File: config.mk
export PLATFORM = sky130hd
export DESIGN_NAME = wr_pkt_bridge
export DESIGN_NICKNAME = d
export VERILOG_FILES = /design/src/rtl/wpb_pkg.sv /design/src/rtl/wpb_hdr_pack.sv /design/src/rtl/wpb_beat_buf.sv /design/src/rtl/wpb_ctrl.sv /design/src/rtl/wr_pkt_bridge.sv
export SDC_FILE = /design/constraint.sdc
export NUM_CORES = 1
export LEC_CHECK = 0
export ABC_AREA = 1
export BUFFER_PORTS_ARGS = -buffer_cell sky130_fd_sc_hd__buf_2
export CAP_MARGIN = 10
export CELL_PAD_IN_SITES_DETAIL_PLACEMENT = 0
export CELL_PAD_IN_SITES_GLOBAL_PLACEMENT = 1
export CORE_UTILIZATION = 48
export CTS_BUF_LIST = sky130_fd_sc_hd__clkbuf_8
export CTS_CLUSTER_DIAMETER = 30
export DETAILED_ROUTE_END_ITERATION = 8
export GPL_ROUTABILITY_DRIVEN = 0
export PLACE_DENSITY_LB_ADDON = 0.1
export SLEW_MARGIN = 20
export SYNTH_ARGS = -nofsm -noshare
export SYNTH_HDL_FRONTEND = slang
export SYNTH_HIERARCHICAL = 1
export SYNTH_SLANG_ARGS = --single-unit
File: constraint.sdc
create_clock -name clk -period 3.8 [get_ports clk]
set_clock_uncertainty 0.05 [all_clocks]
set_input_delay 0 -clock clk [delete_from_list [all_inputs] [get_ports clk]]
set_output_delay 0 -clock clk [all_outputs]
set_load 0.03 [all_outputs]
File: src/rtl/wpb_pkg.sv
package wpb_pkg;

  typedef enum logic [2:0] {
    ST_IDLE,
    ST_HEAD,
    ST_LIVE,
    ST_FILL,
    ST_DRAIN,
    ST_PLAY,
    ST_RESP
  } wpb_state_e;

  localparam logic [1:0] RESP_OK  = 2'b00;
  localparam logic [1:0] RESP_ERR = 2'b10;

endpackage

File: src/rtl/wpb_hdr_pack.sv
module wpb_hdr_pack #(
  parameter int ID_W   = 4,
  parameter int ADDR_W = 16,
  parameter int LEN_W  = 4,
  parameter int SIZE_W = 3,
  parameter int FLIT_W = 32
) (
  input  logic [ID_W-1:0]   id,
  input  logic [ADDR_W-1:0] addr,
  input  logic [LEN_W-1:0]  len,
  input  logic [SIZE_W-1:0] size,
  output logic [FLIT_W-1:0] hdr
);
  // field offsets, address at the bottom, ID on top
  localparam int SIZE_LSB = ADDR_W;
  localparam int LEN_LSB  = SIZE_LSB + SIZE_W;
  localparam int ID_LSB   = LEN_LSB + LEN_W;

  always_comb begin
    hdr = '0;
    hdr[ADDR_W-1:0]         = addr;
    hdr[SIZE_LSB +: SIZE_W] = size;
    hdr[LEN_LSB +: LEN_W]   = len;
    hdr[ID_LSB +: ID_W]     = id;
  end
endmodule

File: src/rtl/wpb_beat_buf.sv
module wpb_beat_buf #(
  parameter int DATA_W = 32,
  parameter int DEPTH  = 8,
  localparam int IDX_W = (DEPTH > 1) ? $clog2(DEPTH) : 1
) (
  input  logic              clk,
  input  logic              wr_en,
  input  logic [IDX_W-1:0]  wr_idx,
  input  logic [DATA_W-1:0] wr_data,
  input  logic [IDX_W-1:0]  rd_idx,
  output logic [DATA_W-1:0] rd_data
);
  logic [DATA_W-1:0] slot_q [DEPTH];

  // storage needs no reset: a slot is always written before it is read
  for (genvar g = 0; g < DEPTH; g++) begin : g_slot
    always_ff @(posedge clk) begin
      if (wr_en && (32'(wr_idx) == g)) begin
        slot_q[g] <= wr_data;
      end
    end
  end

  assign rd_data = slot_q[rd_idx];
endmodule

File: src/rtl/wpb_ctrl.sv
module wpb_ctrl
  import wpb_pkg::*;
#(
  parameter int LEN_W = 4,
  parameter int DEPTH = 8,
  localparam int IDX_W = (DEPTH > 1) ? $clog2(DEPTH) : 1,
  localparam int CNT_W = $clog2(DEPTH + 1)
) (
  input  logic             clk,
  input  logic             rst_n,
  input  logic             cut_thru,
  input  logic             aw_valid,
  input  logic [LEN_W-1:0] aw_len,
  output logic             aw_ready,
  input  logic             w_valid,
  input  logic             w_last,
  output logic             w_ready,
  input  logic             b_ready,
  output logic             b_valid,
  output logic             b_err,
  input  logic             pk_ready,
  output logic             pk_valid,
  output logic             pk_head,
  output logic             pk_tail,
  output logic             pay_from_buf,
  output logic             buf_we,
  output logic [IDX_W-1:0] buf_widx,
  output logic [IDX_W-1:0] buf_ridx,
  output logic             cap_en
);
  wpb_state_e       state_q, state_d;
  logic [CNT_W-1:0] cnt_q, cnt_d;
  logic [CNT_W-1:0] rd_q, rd_d;
  logic             mode_q, mode_d;
  logic             err_q, err_d;
  logic             too_long;
  logic             play_last;
  logic             room;

  assign too_long  = 32'(aw_len) >= DEPTH;
  assign play_last = (rd_q + CNT_W'(1)) == cnt_q;
  assign room      = 32'(cnt_q) < DEPTH;
  assign buf_widx  = cnt_q[IDX_W-1:0];
  assign buf_ridx  = rd_q[IDX_W-1:0];
  assign b_err     = err_q;

  always_comb begin
    state_d      = state_q;
    cnt_d        = cnt_q;
    rd_d         = rd_q;
    mode_d       = mode_q;
    err_d        = err_q;
    aw_ready     = 1'b0;
    w_ready      = 1'b0;
    b_valid      = 1'b0;
    pk_valid     = 1'b0;
    pk_head      = 1'b0;
    pk_tail      = 1'b0;
    pay_from_buf = 1'b0;
    buf_we       = 1'b0;
    cap_en       = 1'b0;
    case (state_q)
      ST_IDLE: begin
        aw_ready = 1'b1;
        if (aw_valid) begin
          cap_en = 1'b1;
          mode_d = cut_thru;
          err_d  = !cut_thru && too_long;
          cnt_d  = '0;
          rd_d   = '0;
          if (cut_thru)      state_d = ST_HEAD;
          else if (too_long) state_d = ST_DRAIN;
          else               state_d = ST_FILL;
        end
      end
      ST_HEAD: begin
        pk_valid = 1'b1;
        pk_head  = 1'b1;
        if (pk_ready) state_d = mode_q ? ST_LIVE : ST_PLAY;
      end
      ST_LIVE: begin
        pk_valid = w_valid;
        pk_tail  = w_last;
        w_ready  = pk_ready;
        if (w_valid && pk_ready && w_last) state_d = ST_RESP;
      end
      ST_FILL: begin
        w_ready = 1'b1;
        if (w_valid) begin
          buf_we = room;
          if (room) cnt_d = cnt_q + CNT_W'(1);
          if (w_last) state_d = ST_HEAD;
        end
      end
      ST_DRAIN: begin
        w_ready = 1'b1;
        if (w_valid && w_last) state_d = ST_RESP;
      end
      ST_PLAY: begin
        pk_valid     = 1'b1;
        pay_from_buf = 1'b1;
        pk_tail      = play_last;
        if (pk_ready) begin
          rd_d = rd_q + CNT_W'(1);
          if (play_last) state_d = ST_RESP;
        end
      end
      ST_RESP: begin
        b_valid = 1'b1;
        if (b_ready) state_d = ST_IDLE;
      end
      default: state_d = ST_IDLE;
    endcase
  end

  always_ff @(posedge clk or negedge rst_n) begin
    if (!rst_n) begin
      state_q <= ST_IDLE;
      cnt_q   <= '0;
      rd_q    <= '0;
      mode_q  <= 1'b0;
      err_q   <= 1'b0;
    end else begin
      state_q <= state_d;
      cnt_q   <= cnt_d;
      rd_q    <= rd_d;
      mode_q  <= mode_d;
      err_q   <= err_d;
    end
  end
endmodule

File: src/rtl/wr_pkt_bridge.sv
module wr_pkt_bridge
  import wpb_pkg::*;
#(
  parameter int DATA_W = 32,
  parameter int ID_W   = 4,
  parameter int ADDR_W = 16,
  parameter int LEN_W  = 4,
  parameter int SIZE_W = 3,
  parameter int DEPTH  = 8
) (
  input  logic              clk,
  input  logic              rst_n,
  input  logic              cut_thru,
  input  logic              aw_valid,
  output logic              aw_ready,
  input  logic [ID_W-1:0]   aw_id,
  input  logic [ADDR_W-1:0] aw_addr,
  input  logic [LEN_W-1:0]  aw_len,
  input  logic [SIZE_W-1:0] aw_size,
  input  logic              w_valid,
  output logic              w_ready,
  input  logic [DATA_W-1:0] w_data,
  input  logic              w_last,
  output logic              b_valid,
  input  logic              b_ready,
  output logic [ID_W-1:0]   b_id,
  output logic [1:0]        b_resp,
  output logic              pk_valid,
  input  logic              pk_ready,
  output logic [DATA_W-1:0] pk_data,
  output logic              pk_head,
  output logic              pk_tail
);
  localparam int IDX_W = (DEPTH > 1) ? $clog2(DEPTH) : 1;

  logic [ID_W-1:0]   id_q;
  logic [ADDR_W-1:0] addr_q;
  logic [LEN_W-1:0]  len_q;
  logic [SIZE_W-1:0] size_q;
  logic              cap_en;
  logic              b_err;
  logic              pay_from_buf;
  logic              buf_we;
  logic [IDX_W-1:0]  buf_widx;
  logic [IDX_W-1:0]  buf_ridx;
  logic [DATA_W-1:0] buf_rdata;
  logic [DATA_W-1:0] hdr_flit;

  always_ff @(posedge clk or negedge rst_n) begin
    if (!rst_n) begin
      id_q   <= '0;
      addr_q <= '0;
      len_q  <= '0;
      size_q <= '0;
    end else if (cap_en) begin
      id_q   <= aw_id;
      addr_q <= aw_addr;
      len_q  <= aw_len;
      size_q <= aw_size;
    end
  end

  wpb_ctrl #(.LEN_W(LEN_W), .DEPTH(DEPTH)) u_ctrl (
    .clk          (clk),
    .rst_n        (rst_n),
    .cut_thru     (cut_thru),
    .aw_valid     (aw_valid),
    .aw_len       (aw_len),
    .aw_ready     (aw_ready),
    .w_valid      (w_valid),
    .w_last       (w_last),
    .w_ready      (w_ready),
    .b_ready      (b_ready),
    .b_valid      (b_valid),
    .b_err        (b_err),
    .pk_ready     (pk_ready),
    .pk_valid     (pk_valid),
    .pk_head      (pk_head),
    .pk_tail      (pk_tail),
    .pay_from_buf (pay_from_buf),
    .buf_we       (buf_we),
    .buf_widx     (buf_widx),
    .buf_ridx     (buf_ridx),
    .cap_en       (cap_en)
  );

  wpb_beat_buf #(.DATA_W(DATA_W), .DEPTH(DEPTH)) u_buf (
    .clk     (clk),
    .wr_en   (buf_we),
    .wr_idx  (buf_widx),
    .wr_data (w_data),
    .rd_idx  (buf_ridx),
    .rd_data (buf_rdata)
  );

  wpb_hdr_pack #(
    .ID_W(ID_W), .ADDR_W(ADDR_W), .LEN_W(LEN_W), .SIZE_W(SIZE_W), .FLIT_W(DATA_W)
  ) u_hdr (
    .id   (id_q),
    .addr (addr_q),
    .len  (len_q),
    .size (size_q),
    .hdr  (hdr_flit)
  );

  always_comb begin
    if (pk_head)           pk_data = hdr_flit;
    else if (pay_from_buf) pk_data = buf_rdata;
    else                   pk_data = w_data;
  end

  assign b_id   = id_q;
  assign b_resp = b_err ? RESP_ERR : RESP_OK;
endmodule

==> flow_summary.yaml <==
critical_path:
  crit_path_frequent_cell: "nand2_1"
  end_kind: "output port"
  arrival_ns: 3.27
  cp_top_family: "buffers and inverters"
  path_buf_inv: 4
  worstSetupStartpointType: "register"
  slowest_stage: "dfrtp_4"
  rrSetupSlack_ns: 1.02
  path_class: "reg -> out"
  path_max_fanout: 94
  cp.required_ns: 3.75
  path_cells: "clkinv_2 -> buf_12 -> nand2_1 -> nand3_1 -> nand2_1 -> nand2_1 -> nand2_1 -> inv_1 -> nand2_1 -> nand3_1 -> nand2_1 -> buf_2"
  slowest_delay_ns: 0.68
global_route:
  grt_max_degree: 95
  grt-ovfl-total: 0
  first_global_vias: 10230
  antenna_found_initial: 0
  grt_pass1_wl_um: 54140
  grtUsageTotal_pct: 22.68
timing:
  hold_violations: 0
  tightestPinTransition_ns: 0.8582
  min_period_ns: 3.321
  slew_headroom_pct: 42.78
  drv_slew: 0
  period_share_pct: 87.41
  fin_setup_tns_ns: 0
  rsz0062_at_grt: "false"
  fmax_mhz: 301.1
  setup_viol: 0
pwr:
  ir_drop_mv: 0.4207
  p_leak_nw: 8.436
  powerDensity_nw_per_um2: 649.7
  finalPower_w: 0.01131
logic_synthesis:
  synth_most_common_cell: "nand2_1"
  synth_area_um2: 14630
  synth_top_area_share_pct: 52.54
  synth_simple_gate_area_share_pct: 23.66
  synthXorXnorAreaFrac_pct: 0.05985
  netlist_top_cells_count: "nand2_1, inv_1, edfxtp_1"
  ys.flop_type: "edfxtp_1"
  synth_top_family_by_area: "simple AND/OR/NAND/NOR gates"
  synth.distinct_cells: 32
  synth-seq-area-share_pct: 59.38
  synth_adder_area_share_pct: 0.1710
  yosys_warnings: 6
  avgSynthCellArea_um2: 8.852
  synth_compound_area_share_pct: 1.479
  synth_mux_area_share_pct: 0
  synthTopCellsByArea: "edfxtp_1, nand2_1, inv_1"
  synth-edff-count: 256
  syn_inst: 1653
  synth_top_area_cell: "edfxtp_1"
  synthArstFlopShare_pct: 13.51
  ys_seq_elements: 296
clock_network:
  cts_resized: 0
  cts.sinks: 296
  clk_path_buf_depth: 3
  cts-htree-levels: 3
  cts_setup_buffers: 0
  clock_latency_ns: 0.57
  ctsHoldBuffers: 70
  cts_tree: "done"
  path_clk_slew_ns: 0.06
  cts_buffers: 69
  clock-root-buffer: "clkbuf_8"
drt:
  drcViolationCount: 0
  drt-wirelength-per-cell_um: 15.08
  drt-total-wl_um: 34140
  vias: 10570
  drt_iter0_drc: 703
  first_pass_iters: 5
  viasPerCell: 4.671
  ant_nets: 0
layout:
  fin_nets: 1887
  drive_above_1_share_pct: 16.07
  diodes: 0
  syn2layout_area_growth_pct: 18.97
  final_area_um2: 17410
floorplan:
  design.core.area_um2: 29800
  rows: 63
  die_h_um: 176.6
  die_area_um2: 31190
  ios: 111
  start_util_pct: 49.11
  dieWidth_um: 176.6
placed_design:
  placed_area_um2: 15160
  dp_hpwl_um: 19400
  numPortBuffers: 109
outcome:
  status: "complete, no violations"
job:
  maxCapViolCount: 0
worst_hold_path:
  min_path_type: "in -> reg"
==> sequential cells by signal (all words and copies together) (netlist names), 3 cells and up <==
signal          flops
size_q              3
u_buf/slot_q      256
len_q               4
u_ctrl/rd_q         4
u_ctrl/cnt_q        4
b_id                4
u_ctrl/state_q      3
addr_q             16
==> per-stage QoR <==
step,setup WS [ns],instances,utilization (%),hold slack [ns]
after detailed placement,1.012,2067,50.88,-0.03690
final,0.4786,2263,58.42,0.1333
after global placement,1.034,2067,50.88,-0.04210
after floorplan,0.9126,1657,-,-0.3456
after global routing,0.2474,2263,58.42,0.1326
after CTS,0.4659,2263,58.44,0.07816
==> worst paths after layout <==
kind / startpoint / end / depth (start not counted)
max: u_ctrl/rd_q[0] / pk_data[1] / 12
min: aw_id[3] / b_id[3] / 4
max reg2reg: u_ctrl/state_q[2] / u_buf/slot_q[0][1] / 8
min reg2reg: addr_q[14] / addr_q[14] / 2
max in group asynchronous: rst_n / size_q[2] / 4
min in group asynchronous: rst_n / u_ctrl/b_err / 4
==> placed cells by master (no fill, tap or decap), types with 3 or more instances in the layout <==
| cell | netlist | layout |
|---|---|---|
| nand2_1 | 581 | 581 |
| inv_1 | 375 | 387 |
| edfxtp_1 | 256 | 256 |
| nand3_1 | 177 | 177 |
| buf_2 | 24 | 110 |
| clkbuf_8 | 0 | 74 |
| dlygate4sd3_1 | 0 | 69 |
| dfrtp_1 | 40 | 38 |
| nand2_2 | 37 | 37 |
| o21ai_0 | 29 | 29 |
| buf_4 | 54 | 15 |
| clkinv_2 | 1 | 10 |
| bufinv_16 | 0 | 10 |
| nor2_4 | 1 | 10 |
| clkinvlp_4 | 0 | 8 |
| clkinv_1 | 0 | 7 |
| conb_1 | 2 | 6 |
| inv_2 | 5 | 5 |
| o21ai_1 | 5 | 5 |
| nor2_1 | 13 | 5 |
| buf_12 | 0 | 4 |
| inv_6 | 1 | 3 |
| nor2_2 | 4 | 3 |
| nand4_1 | 3 | 3 |
| nand2_4 | 3 | 3 |
==> metal layers <==
metal	part of all wire, %	up-vias	global-route usage, %
met3	4.6	54	3.682
li1	-	5354	-
met2	48	250	37.55
met5	0	-	0
met1	46	4912	30.44
met4	1.7	0	7.328
==> area by class of cell <==
class	count	area, um2
sequential	296	8693
multi-input combinational	871	3800
tap	390	488.0
clock buffer	74	1018
fill	2644	12390
timing repair buffer	198	1434
inverter	382	1441
clock inverter	52	533.0
==> power breakdown <==
| part | internal (W) | total (W) | switching (W) |
|---|---|---|---|
| sequential | 0.00376 | 0.00398 | 0.000219 |
| clock | 0.00251 | 0.00404 | 0.00153 |
| combinational | 0.000988 | 0.00329 | 0.00230 |
| total | 0.00726 | 0.0113 | 0.00405 |
==> worst register-to-register path: cells and delay by family, from the launching register on <==
| family | cells | cell delay (ns) |
|---|---|---|
| flip-flops | 1 | 0.51 |
| AND/OR/NAND/NOR | 5 | 1.16 |
| buffers and inverters | 3 | 0.69 |
==> logic make-up (layout without fill, tap and decap cells) <==
group | Yosys count | in the layout
adder cells (fa/ha/maj) | 2 | 2
flip-flops | 296 | 296
AND/OR/NAND/NOR | 821 | 821
AO/OA/AOI/OAI | 41 | 41
XOR/XNOR | 1 | 1
other | 2 | 6
buffers and inverters | 490 | 706
Note: power is estimated with default switching activity, not from simulation.
